File: config.mk
export PLATFORM = sky130hd
export DESIGN_NAME = link_sleep_ctrl
export DESIGN_NICKNAME = d
export VERILOG_FILES = /design/src/rtl/lsc_pkg.sv /design/src/rtl/lsc_link_monitor.sv /design/src/rtl/lsc_sleep_timer.sv /design/src/rtl/lsc_sleep_fsm.sv /design/src/rtl/link_sleep_ctrl.sv
export SDC_FILE = /design/constraint.sdc
export NUM_CORES = 1
export LEC_CHECK = 0
export ABC_CLOCK_PERIOD_IN_PS = 1600
export BUFFER_PORTS_ARGS = -buffer_cell sky130_fd_sc_hd__buf_2
export CORE_MARGIN = 5
export CORE_UTILIZATION = 43
export CTS_CLUSTER_DIAMETER = 100
export CTS_CLUSTER_SIZE = 20
export DETAILED_ROUTE_END_ITERATION = 8
export GPL_TIMING_DRIVEN = 0
export SETUP_SLACK_MARGIN = 0.02
export SYNTH_ARGS = -nofsm -noshare
export SYNTH_HDL_FRONTEND = slang
export SYNTH_SLANG_ARGS = --single-unit
File: constraint.sdc
create_clock -name clk -period 1.6 [get_ports clk]
set_input_delay 0.16 -clock clk [delete_from_list [all_inputs] [get_ports clk]]
set_output_delay 0.16 -clock clk [all_outputs]
set_load 0.005 [all_outputs]
File: src/rtl/lsc_pkg.sv
package lsc_pkg;
    typedef enum logic [3:0] {
        ST_ACTIVE  = 4'b0001,
        ST_PENDING = 4'b0010,
        ST_ASLEEP  = 4'b0100,
        ST_PDOWN   = 4'b1000
    } lsc_state_e;
endpackage

File: src/rtl/lsc_link_monitor.sv
module lsc_link_monitor #(
    parameter int unsigned IDLE_CYCLES = 16
) (
    input  logic clk,
    input  logic rst_n,
    input  logic lnk_active,
    output logic link_idle,
    output logic act_rise
);
    localparam int unsigned CW = $clog2(IDLE_CYCLES + 1);
    localparam logic [CW-1:0] IDLE_LIM = CW'(IDLE_CYCLES);

    typedef struct packed {
        logic [CW-1:0] idle_cnt;
        logic          act_prev;
    } mon_t;

    mon_t mon_d, mon_q;

    always_comb begin
        mon_d          = mon_q;
        mon_d.act_prev = lnk_active;
        if (lnk_active)
            mon_d.idle_cnt = '0;
        else if (mon_q.idle_cnt != IDLE_LIM)
            mon_d.idle_cnt = mon_q.idle_cnt + 1'b1;
    end

    always_ff @(posedge clk or negedge rst_n) begin
        if (!rst_n) mon_q <= '0;
        else        mon_q <= mon_d;
    end

    assign link_idle = (mon_q.idle_cnt == IDLE_LIM);
    assign act_rise  = lnk_active & ~mon_q.act_prev;

    // the idle count saturates and never passes the limit
    a_r3_idle_bounded: assert property (@(posedge clk) disable iff (!rst_n)
        mon_q.idle_cnt <= IDLE_LIM);

    // activity restarts the idle count
    a_r3_idle_restart: assert property (@(posedge clk) disable iff (!rst_n)
        lnk_active |=> !link_idle);
endmodule

File: src/rtl/lsc_sleep_timer.sv
module lsc_sleep_timer #(
    parameter int unsigned REF_CLK_KHZ = 50000,
    parameter int unsigned TIMEOUT_MS  = 8
) (
    input  logic clk,
    input  logic rst_n,
    input  logic run,
    output logic expired
);
    localparam int unsigned TERM = REF_CLK_KHZ * TIMEOUT_MS;
    localparam int unsigned TW   = $clog2(TERM + 1);
    localparam logic [TW-1:0] LAST = TW'(TERM - 1);

    typedef struct packed {
        logic [TW-1:0] cnt;
    } tmr_t;

    tmr_t tmr_d, tmr_q;

    always_comb begin
        tmr_d = tmr_q;
        if (!run)
            tmr_d.cnt = '0;
        else if (tmr_q.cnt != LAST)
            tmr_d.cnt = tmr_q.cnt + 1'b1;
    end

    always_ff @(posedge clk or negedge rst_n) begin
        if (!rst_n) tmr_q <= '0;
        else        tmr_q <= tmr_d;
    end

    assign expired = run && (tmr_q.cnt == LAST);

    // the count stays within the terminal value
    a_r2_timer_bounded: assert property (@(posedge clk) disable iff (!rst_n)
        tmr_q.cnt <= LAST);

    // stopping the timer returns it to zero
    a_r9_timer_clears: assert property (@(posedge clk) disable iff (!rst_n)
        !run |=> tmr_q.cnt == '0);
endmodule

File: src/rtl/lsc_sleep_fsm.sv
module lsc_sleep_fsm
    import lsc_pkg::*;
(
    input  logic       clk,
    input  logic       rst_n,
    input  logic       pwdn_n,
    input  logic       sleep_req,
    input  logic       role_deser,
    input  logic       link_idle,
    input  logic       timer_expired,
    input  logic       wake_evt,
    output lsc_state_e state,
    output logic       cp_pulse,
    output logic       timer_run
);
    typedef struct packed {
        lsc_state_e st;
        logic       cp;
    } fsm_t;

    fsm_t fsm_d, fsm_q;

    always_comb begin
        fsm_d = fsm_q;
        case (fsm_q.st)
            ST_ACTIVE:
                if (sleep_req)
                    fsm_d.st = role_deser ? ST_PENDING : ST_ASLEEP;
            ST_PENDING:
                if (!sleep_req)
                    fsm_d.st = ST_ACTIVE;
                else if (link_idle || timer_expired)
                    fsm_d.st = ST_ASLEEP;
            ST_ASLEEP:
                if (wake_evt || !sleep_req)
                    fsm_d.st = ST_ACTIVE;
            ST_PDOWN:
                fsm_d.st = ST_ACTIVE;
            default:
                fsm_d.st = ST_ACTIVE;
        endcase
        if (!pwdn_n)
            fsm_d.st = ST_PDOWN;
        fsm_d.cp = (fsm_d.st == ST_ASLEEP) && (fsm_q.st != ST_ASLEEP);
    end

    always_ff @(posedge clk or negedge rst_n) begin
        if (!rst_n) begin
            fsm_q.st <= ST_ACTIVE;
            fsm_q.cp <= 1'b0;
        end else begin
            fsm_q <= fsm_d;
        end
    end

    assign state     = fsm_q.st;
    assign cp_pulse  = fsm_q.cp;
    assign timer_run = (fsm_q.st == ST_PENDING);

    // exactly one state bit set
    a_r10_one_state: assert property (@(posedge clk) disable iff (!rst_n)
        $countones(fsm_q.st) == 1);

    // pulse accompanies entry into sleep
    a_r5_cp_on_entry: assert property (@(posedge clk) disable iff (!rst_n)
        $rose(fsm_q.st == ST_ASLEEP) |-> fsm_q.cp);

    // pulse lasts one cycle
    a_r5_cp_single: assert property (@(posedge clk) disable iff (!rst_n)
        fsm_q.cp |=> !fsm_q.cp);

    // a wake event leaves the asleep state
    a_r8_wake_exits: assert property (@(posedge clk) disable iff (!rst_n)
        wake_evt |=> fsm_q.st != ST_ASLEEP);

    // the pending state only serves the deserializer role
    a_r1_ser_no_pending: assert property (@(posedge clk) disable iff (!rst_n)
        (fsm_q.st == ST_ACTIVE && !role_deser) |=> fsm_q.st != ST_PENDING);
endmodule

File: src/rtl/link_sleep_ctrl.sv
module link_sleep_ctrl
    import lsc_pkg::*;
#(
    parameter int unsigned REF_CLK_KHZ = 50000,
    parameter int unsigned TIMEOUT_MS  = 8,
    parameter int unsigned IDLE_CYCLES = 16
) (
    input  logic clk,
    input  logic rst_n,
    input  logic pwdn_n,
    input  logic host_side,
    input  logic role_deser,
    input  logic lnk_active,
    input  logic sleep_wr_en,
    input  logic sleep_wr_data,
    output logic sleep_bit_rd,
    output logic sleep_state,
    output logic pdown_state,
    output logic cp_reset
);
    typedef struct packed {
        logic sleep_bit;
    } ctl_t;

    ctl_t       ctl_d, ctl_q;
    lsc_state_e cur_state;
    logic       link_idle, act_rise, timer_run, timer_expired, wake_evt, cp_pulse;

    lsc_link_monitor #(.IDLE_CYCLES(IDLE_CYCLES)) u_mon (
        .clk       (clk),
        .rst_n     (rst_n),
        .lnk_active(lnk_active),
        .link_idle (link_idle),
        .act_rise  (act_rise)
    );

    lsc_sleep_timer #(.REF_CLK_KHZ(REF_CLK_KHZ), .TIMEOUT_MS(TIMEOUT_MS)) u_tmr (
        .clk    (clk),
        .rst_n  (rst_n),
        .run    (timer_run),
        .expired(timer_expired)
    );

    assign wake_evt = act_rise && pwdn_n && (cur_state == ST_ASLEEP);

    lsc_sleep_fsm u_fsm (
        .clk          (clk),
        .rst_n        (rst_n),
        .pwdn_n       (pwdn_n),
        .sleep_req    (ctl_q.sleep_bit),
        .role_deser   (role_deser),
        .link_idle    (link_idle),
        .timer_expired(timer_expired),
        .wake_evt     (wake_evt),
        .state        (cur_state),
        .cp_pulse     (cp_pulse),
        .timer_run    (timer_run)
    );

    always_comb begin
        ctl_d = ctl_q;
        if (host_side)
            ctl_d.sleep_bit = 1'b0;
        else if (wake_evt)
            ctl_d.sleep_bit = 1'b0;
        else if (sleep_wr_en)
            ctl_d.sleep_bit = sleep_wr_data;
    end

    always_ff @(posedge clk or negedge rst_n) begin
        if (!rst_n) ctl_q <= '0;
        else        ctl_q <= ctl_d;
    end

    assign sleep_bit_rd = ctl_q.sleep_bit;
    assign sleep_state  = (cur_state == ST_ASLEEP);
    assign pdown_state  = (cur_state == ST_PDOWN);
    assign cp_reset     = cp_pulse;

    // a host-side device never sleeps
    a_r4_host_no_sleep: assert property (@(posedge clk) disable iff (!rst_n)
        (host_side && $past(host_side) && $past(host_side, 2)) |-> !sleep_state);

    // power-down overrides sleep
    a_r6_pdown_priority: assert property (@(posedge clk) disable iff (!rst_n)
        !pwdn_n |=> (pdown_state && !sleep_state));

    // wake clears the request bit
    a_r8_wake_clears_bit: assert property (@(posedge clk) disable iff (!rst_n)
        wake_evt |=> !sleep_bit_rd);
endmodule

# Word level (Yosys, flattened, before mapping)
# Index checks and enable logic that the tools add are counted.
[totals]
reg_bits = 31
input_bits = 8
output_inout_bits = 4
elab_cells = 44
[op_classes]
add_sub_neg = 2
n_eq_ne = 11
muxes = 14
bitwise = 2
n_reduce_logical = 9
[op_table]
columns = ["cell", "count"]
rows = [
  ["$mux W19", 2],
  ["$mux W4", 5],
  ["$add A19 B1 Y19 const B", 1],
  ["$eq A19 B19 Y1 const B", 1],
  ["$ne A19 B19 Y1 const B", 1],
  ["$pmux W4 S3", 1],
  ["$mux W5", 2],
  ["$eq A4 B3 Y1 const B", 2],
  ["$add A5 B1 Y5 const B", 1],
  ["$eq A5 B5 Y1 const B", 1],
  ["$ne A5 B5 Y1 const B", 1],
  ["$eq A4 B1 Y1 const B", 1],
  ["$eq A4 B2 Y1 const B", 1],
  ["$eq A4 B4 Y1 const B", 1],
  ["$logic_and A1 B1 Y1", 4],
  ["$ne A4 B3 Y1 const B", 1],
  ["$mux W1", 3],
  ["$mux W3", 1],
  ["$reduce_bool A3 Y1", 1],
  ["$logic_or A1 B1 Y1", 2],
  ["$ne A2 B2 Y1 const B", 1],
  ["$reduce_bool A2 Y1", 1],
  ["$and A1 B1 Y1", 1],
  ["$logic_not A1 Y1", 1],
  ["$not A1 Y1", 1],
]

# Longest topological paths before layout
# Gate-level depths: netlist of the first run.
[depth]
depth_word = 10
ltp_mapped = 7

# By module
# A second synthesis of the first run with hierarchy kept.
[unflattened]
hier_cells = 173
hier_area_um2 = 1746.7
[modules_own_cells]
columns = ["mod", "n_inst", "cells_per_inst", "area_per_inst_um2"]
rows = [
  ["lsc_sleep_timer", 1, 109, 1041.0],
  ["lsc_link_monitor", 1, 29, 326.6],
  ["lsc_sleep_fsm", 1, 29, 296.5],
  ["link_sleep_ctrl", 1, 6, 82.6],
]

# Least setup slack after synthesis of the first run
# No wires, ideal clock.
[synth_timing]
kind = "register -> register"
from = "register u_fsm.fsm_q, in the netlist u_fsm.state[0]"
to = "register u_tmr.tmr_q[5] (netlist bit)"
setup_time_ns = 0.069
arrival_ns = 1.710
slack_ns = -0.179
stages_incl_launch_ff = 6
n_path_buf = 2
period_less_slack_ns = 1.779
cell_sequence = "dfstp_2 > buf_2 > or4b_1 > clkbuf_1 > or4_1 > nand3_1"
[synth_via]
elab_chain_len = 2
elab_cells_between_ends = 3
classes_between = "2 x eq/ne; 1 x mux"
[synth_lines]
columns = ["element", "line", "text"]
rows = [
  ["from (decl)", "lsc_sleep_fsm.sv:21", "fsm_t fsm_d, fsm_q;"],
  ["from (signal assigned)", "lsc_sleep_fsm.sv:52", "fsm_q <= fsm_d;"],
  ["$eq A4 B2 Y1 (*)", "lsc_sleep_fsm.sv:58", "assign timer_run = (fsm_q.st == ST_PENDING);"],
  ["$ne A2 B2 Y1 (no source line) / $mux W19 (equally long branches)", "n/a", ""],
  ["to (signal assigned)", "lsc_sleep_timer.sv:30", "else tmr_q <= tmr_d;"],
  ["to (decl)", "lsc_sleep_timer.sv:18", "tmr_t tmr_d, tmr_q;"],
]
# Every way passes the cells marked *; elsewhere a longest branch is shown, timed or not.
# A chain may end at the register's enable or synchronous reset.

# Worst setup path after layout of the first run
[layout_timing]
from = "register u_tmr.tmr_q[2] (netlist bit)"
to = "register u_tmr.tmr_q[17] (netlist bit)"
[layout_via]
elab_chain_len = 3
elab_cells_between_ends = 5
classes_between = "1 x add/sub; 2 x eq/ne; 2 x mux"
[layout_lines]
columns = ["element", "line", "text"]
rows = [
  ["$add A19 B1 Y19", "lsc_sleep_timer.sv:25", "tmr_d.cnt = tmr_q.cnt + 1'b1;"],
  ["$mux W19", "lsc_sleep_timer.sv:24", "else if (tmr_q.cnt != LAST)"],
  ["$mux W19", "lsc_sleep_timer.sv:22", "if (!run)"],
]
# Parallel ways exist; a longest one is shown, timed or not. The select of a mux whose other input is x is not followed.

==> metrics.txt, run 1 <==
status=finished with violations; failing checks=setup timing; CTS Sinks=31; post-synthesis sequential area ratio=45.6%; DR vias=1501; Die Footprint=5320 um2; core area=3740 um2; global placer's final weighted congestion=0.773; Post-synth EDFFs=0; post-synth net total=191; WL final=4.34 mm; clk_lat worst skew=0.28 ns; Non-Filler Instances=266; Worst R2R Setup Slack=-0.09 ns; Avg WL per Cell=16.3 um; Area Overhead vs Synth=41.1%; DRC viols=0; Synth top area share=44.1%; RR Endpoint=u_tmr.tmr_q[17]$_DFFE_PN0N_; DR pass1 iterations=4; Remaining Overflow, GRT=0; Die W=72.9 um; fin crit period=1.69 ns; worst reg2reg path startpoint=u_tmr.tmr_q[2]$_DFFE_PN0N_; post-layout util=64.2%; I/O pin cnt=12; data arrival time of the critical path=1.90 ns; CTS buffer count=5; most common flop cell mapped by yosys=dfrtp_1; fill count=296; commonest non-fill, non-tap cell in the layout=dfrtp_1; Total GRT Usage=16.5%; DP HPWL=2.53 mm; initial antenna violation count=0; PD cells=652 nW/um2; root buffer selected by CTS=clkbuf_8; post-synthesis register bit count=31; Post-Syn Area per Cell=9.46 um2; initial DRC count=91; worst endpoint required time=1.81 ns; Final ANT Viol Nets=0; Cells after Synth=180; first-pass GRT wire length=6.71 mm; Longest Clk Path Bufs=2; hold_ws=0.0211 ns; Clock Skew=0.00517 ns; max_cap viols=0; row count=22; Post-Syn Area=1700 um2; max_slew headroom=53.1%; count of cell types in the netlist=40; nature of the critical path startpoint=flip-flop; Yosys warning count=0; Inserted Diodes=0; vias in the first global route=1470; Hold Path Class=in -> reg; R2R cell count=4; Final Hold Vio Count=0; Power Total=1.57 mW; WHS Path Cells=2; Leak=0.995 nW; placed cells=239; Yosys top cell by area=dfrtp_1; critical path class=reg -> reg; commonest cells after routing, fill and taps aside=19 x dfrtp_1, 17 x buf_4, 15 x nand2_1, 11 x buf_2, 11 x dfrtp_2; Worst VDD drop=0.463 mV; H-Tree Depth=2; post-route setup slack=-0.0922 ns; nets=228; IO buf count=11; Initial Util=45.5%; Slew Limit Fails=0; critical path peak fanout=5; area occupied by multi-input gates=1090 um2; fin crit share=106%; Reg clk slew, reported paths=0.06 ns; largest net degree at the start of global routing=32; CP Capture Type=flip-flop; layout cells sized above 1=41.3%; setup violators final=5; RSZ-0062 raised after global routing=yes; Hold Path End=sleep_bit_rd$_DFFE_PN0P_; CTS tree=built; Sequential Area=791 um2; ys async rst share=100%; Chip Height=72.9 um; Slew @ Worst Pin=0.703 ns; Max Fclk=0.591 GHz; HP Start=host_side; synth top area cells=dfrtp_1 44%, nand2_1 3.7%, nor2_1 3.1%; via/cell ratio=5.64
==> how the worst max path moves through the flow <==
stage                                     from                          end  slack [ns]  depth (start not counted)
CTS                   u_fsm.state[2]$_DFF_PN0_   u_tmr.tmr_q[5]$_DFFE_PN0N_       -0.16                          4
detailed placement    u_fsm.state[2]$_DFF_PN0_     u_fsm.state[2]$_DFF_PN0_       -0.50                          5
floorplan             u_fsm.state[0]$_DFF_PN1_   u_tmr.tmr_q[5]$_DFFE_PN0N_       -0.10                          5
global route        u_tmr.tmr_q[1]$_DFFE_PN0N_  u_tmr.tmr_q[17]$_DFFE_PN0N_       -0.13                          4
global placement      u_fsm.state[0]$_DFF_PN1_     u_fsm.state[2]$_DFF_PN0_       -0.43                          5
finish              u_tmr.tmr_q[2]$_DFFE_PN0N_  u_tmr.tmr_q[17]$_DFFE_PN0N_       -0.09                          4
==> Yosys cell counts, types with 5 or more instances <==
library cell and n:
clkbuf_1 6, nor2_1 14, dfrtp_1 30, xor2_1 6
o21ai_0 10, mux2i_1 5, xnor2_1 6, nor3_1 6
nand3_1 9, nand4_1 7, inv_1 5, a21oi_1 8
nand2_1 17
==> worst max-delay path: stages (launching register included) <==
cell and delay [ns]:
dfrtp_1 0.46, nand3_4 0.13, or4_4 0.57, or3_1 0.33, a21oi_1 0.14
==> sequential cells by signal (all words and copies together) (netlist names) <==
signal and count:
sleep_bit_rd 1, u_fsm.state 4, u_mon.mon_q 6, u_tmr.tmr_q 19
u_fsm.cp_pulse 1
==> per-stage QoR <==
stage	setup WS, ns	instance area, um2	setup TNS [ns]
2_1_floorplan	-0.104	1720	-0.198
3_3_place_gp	-0.432	1830	-3.64
3_5_place_dp	-0.502	1830	-4.17
4_1_cts	-0.157	2160	-1.52
5_1_grt	-0.135	2400	-0.648
6_report	-0.0922	2400	-0.244
==> cell families (layout without fill, tap and decap cells) <==
| logic type | count (synthesis) | in the layout | synth area share (%) |
|---|---|---|---|
| AOI/OAI and AO/OA | 31 | 31 | 11.5 |
| xor gates and xnor gates | 12 | 12 | 6.17 |
| adders and majority gates | 3 | 3 | 2.20 |
| buffers and inverters | 14 | 52 | 3.31 |
| DFF | 31 | 31 | 45.6 |
| muxes | 5 | 5 | 2.94 |
| and+or+nand+nor | 84 | 84 | 28.2 |
==> layout make-up <==
type,instances,share of cell area (%)
multi-input combinational,135,45.5
timing repair buffer,35,11.9
buffer,4,2.19
sequential,31,32.9
clock buffer,8,4.16
inverter,5,0.781
tap,48,2.50
==> per-layer routing <==
layer	vias up	track usage, %	wire length (um)
li1	732	-	-
met1	741	21.3	1940
met2	20	25.3	2170
met3	8	4.96	161
met4	0	7.38	68
met5	-	0	0
==> timing repair <==
item	in CTS	in global routing
hold endpoints to repair	30	0
pin swaps	8	17
hold buffers	1	0
gates cloned	1	0
endpoints found under the setup margin	23	24
resized for setup	43	37
setup buffers	7	15
==> power breakdown <==
group          switching, mW  internal, mW  total (mW)  leakage [nW]
sequential            0.0143         0.798       0.812         0.404
clock                  0.281         0.392       0.673        0.0515
combinational         0.0471        0.0349      0.0820         0.539
total                  0.342          1.22        1.57         0.995
Note: power is estimated with default switching activity, not from simulation.
==> run 2, diff against run 1 <==
--- a/config.mk
+++ b/config.mk
@@ -13,6 +13,7 @@
 export CTS_CLUSTER_SIZE = 20
 export DETAILED_ROUTE_END_ITERATION = 8
 export GPL_TIMING_DRIVEN = 0
+export HOLD_SLACK_MARGIN = 0.03
 export SETUP_SLACK_MARGIN = 0.02
 export SYNTH_ARGS = -nofsm -noshare
 export SYNTH_HDL_FRONTEND = slang
==> run 2 against run 1 <==
The flow still finishes with violations (setup timing). Die area stayed put. Global-route usage rose by 0.058 points. Sequential power barely moved. Final area is 0.42% higher. Fmax rose by 0.27%. Wire length up 0.30%. Non-clock buffer count up 1. First-iteration DRC count decreased by 4.4%. Setup slack gained 0.0045 ns. Clock skew barely moved.
==> metrics.txt, run 2 (synthesis results as in run 1) <==
post-route setup slack=-0.0877 ns (+0.00454 ns); Post-Route Setup TNS=-0.230 ns (+0.0137 ns); Clock Skew=0.00519 ns (+0.0000179 ns); Non-Filler Instances=267 (+0.38%); I/O pin cnt=12 (unchanged); data arrival time of the critical path=1.89 ns (about the same); Worst VDD drop=0.463 mV (about the same); layout cells sized above 1=41.1% (-0.19 points); max_slew headroom=53.4% (+0.26 points); busiest layer in global routing=met2; Area Overhead vs Synth=41.7%; Top reg by flops=u_tmr.tmr_q; largest net degree at the start of global routing=32 (unchanged); fin crit share=105% (-0.28 points); root buffer selected by CTS=clkbuf_8; Die Footprint=5320 um2 (unchanged); Chip Height=72.9 um (unchanged); critical path class=reg -> reg; core area=3740 um2 (unchanged); Avg WL per Cell=16.3 um (about the same); Slew @ Worst Pin=0.699 ns (-0.00388 ns); RSZ-0062 raised after global routing=yes; GR Util met1=21.5% (+0.17 points); setup violators final=5 (unchanged); Max Fclk=0.593 GHz (+0.27%); global placer's final weighted congestion=0.773 (unchanged); met3 GRT Util=4.96% (unchanged); R2R cell count=4 (unchanged); IO buf count=11 (unchanged); vias in the first global route=1472 (+0.14%); status=finished with violations; via/cell ratio=5.64 (about the same); Hold Path Class=in -> reg; CTS buffer count=5 (unchanged); worst endpoint required time=1.81 ns (about the same); CTS Sinks=31 (unchanged); WHS Path Cells=1 (-1); Initial Util=45.5% (unchanged); Final Hold Vio Count=0 (unchanged); DR pass1 iterations=4 (unchanged); Remaining Overflow, GRT=0 (unchanged); DRC viols=0 (unchanged); CTS tree=built; Final ANT Viol Nets=0 (unchanged); Die W=72.9 um (unchanged); WL final=4.35 mm (+0.30%); initial DRC count=87 (-4.4%); Power Total=1.57 mW (+0.26%); Slew Limit Fails=0 (unchanged); Reg clk slew, reported paths=0.06 ns (about the same); met2 usage=25.3% (unchanged); Inserted Diodes=0 (unchanged); nets=229 (+0.44%); max reg flops=19 (unchanged); Total GRT Usage=16.5% (+0.058 points); critical path peak fanout=5 (unchanged); fin crit period=1.69 ns (-0.00454 ns); DP HPWL=2.53 mm (unchanged); CP Capture Type=flip-flop; DR vias=1506 (+0.33%); nature of the critical path startpoint=flip-flop; PD cells=651 nW/um2 (-0.15%); placed cells=239 (unchanged); max_cap viols=0 (unchanged); H-Tree Depth=2 (unchanged); CP max-delay cell=or4_4; commonest non-fill, non-tap cell in the layout=dfrtp_1; first-pass GRT wire length=6.73 mm (+0.42%); commonest cells after routing, fill and taps aside=19 x dfrtp_1, 17 x buf_4, 15 x nand2_1, 11 x buf_2, 11 x dfrtp_2; worst path cell trace=nand3_4 -> or4_4 -> or3_1 -> a21oi_1; slowest cell delay on critical path=0.57 ns (about the same); hold_ws=0.0740 ns (+0.0528 ns); clk_lat worst skew=0.28 ns (about the same); initial antenna violation count=0 (unchanged); Longest Clk Path Bufs=2 (unchanged); Leak=0.999 nW (+0.42%); failing checks=setup timing; row count=22 (unchanged)
## run 2: cell count changes in the layout (fill, tap and decap cells not counted), sizes merged
cell / change
dlygate4sd3: +1
## run 2: path summary, 6_finish.rpt
path,from,to,slack [ns]
max,u_tmr.tmr_q[2]$_DFFE_PN0N_,u_tmr.tmr_q[17]$_DFFE_PN0N_,-0.09
min,lnk_active,u_mon.mon_q[0]$_DFF_PN0_,0.07
max reg2reg,u_tmr.tmr_q[2]$_DFFE_PN0N_,u_tmr.tmr_q[17]$_DFFE_PN0N_,-0.09
min reg2reg,u_mon.mon_q[5]$_DFFE_PN0P_,u_mon.mon_q[5]$_DFFE_PN0P_,0.54
max in group asynchronous,rst_n,u_tmr.tmr_q[7]$_DFFE_PN0N_,0.65
min in group asynchronous,rst_n,u_fsm.cp_pulse$_DFF_PN0_,0.46
## run 2: routing by layer
metal / vias to the layer above / share of wire, %
li1: 737 / -
met1: 742 / 45
met2: 20 / 50
met3: 7 / 3.4
met4: 0 / 1.6
met5: - / 0
## run 2: critical path: cells and delay by family, from the launching register on
kind / cells / cell delay (ns)
AOI/OAI and AO/OA: 1 / 0.14
DFF: 1 / 0.45
and+or+nand+nor: 3 / 1.03
## run 2: area by class of cell
cell class	count	area [um2]
buffer	4	52.6
timing repair buffer	36	297
fill	291	1330
clock buffer	8	100
inverter	5	18.8
tap	48	60.1
multi-input combinational	135	1090
sequential	31	791
## run 2: power breakdown
| group | total (mW) | leakage (nW) | internal [mW] | switching (mW) |
|---|---|---|---|---|
| Combinational | 0.0840 | 0.544 | 0.0365 | 0.0475 |
| Sequential | 0.812 | 0.404 | 0.798 | 0.0143 |
| Clock | 0.675 | 0.0515 | 0.392 | 0.283 |
| Total | 1.57 | 0.999 | 1.23 | 0.345 |
## run 2: per-stage QoR
stage / utilization (%) / setup WS [ns] / cell area [um2]
after floorplan: - / -0.104 / 1720
after global placement: 49.0 / -0.432 / 1830
after detailed placement: 49.0 / -0.502 / 1830
after CTS: 57.9 / -0.157 / 2170
after global routing: 64.5 / -0.135 / 2410
final: 64.5 / -0.0877 / 2410
## run 2: timing repair
item	in CTS	in global routing
cloned	1	0
resized for setup	43	37
setup endpoints to repair	23	24
hold buffers	2	0
pin swaps	8	17
setup buffers	7	15
endpoints found under the hold margin	31	0
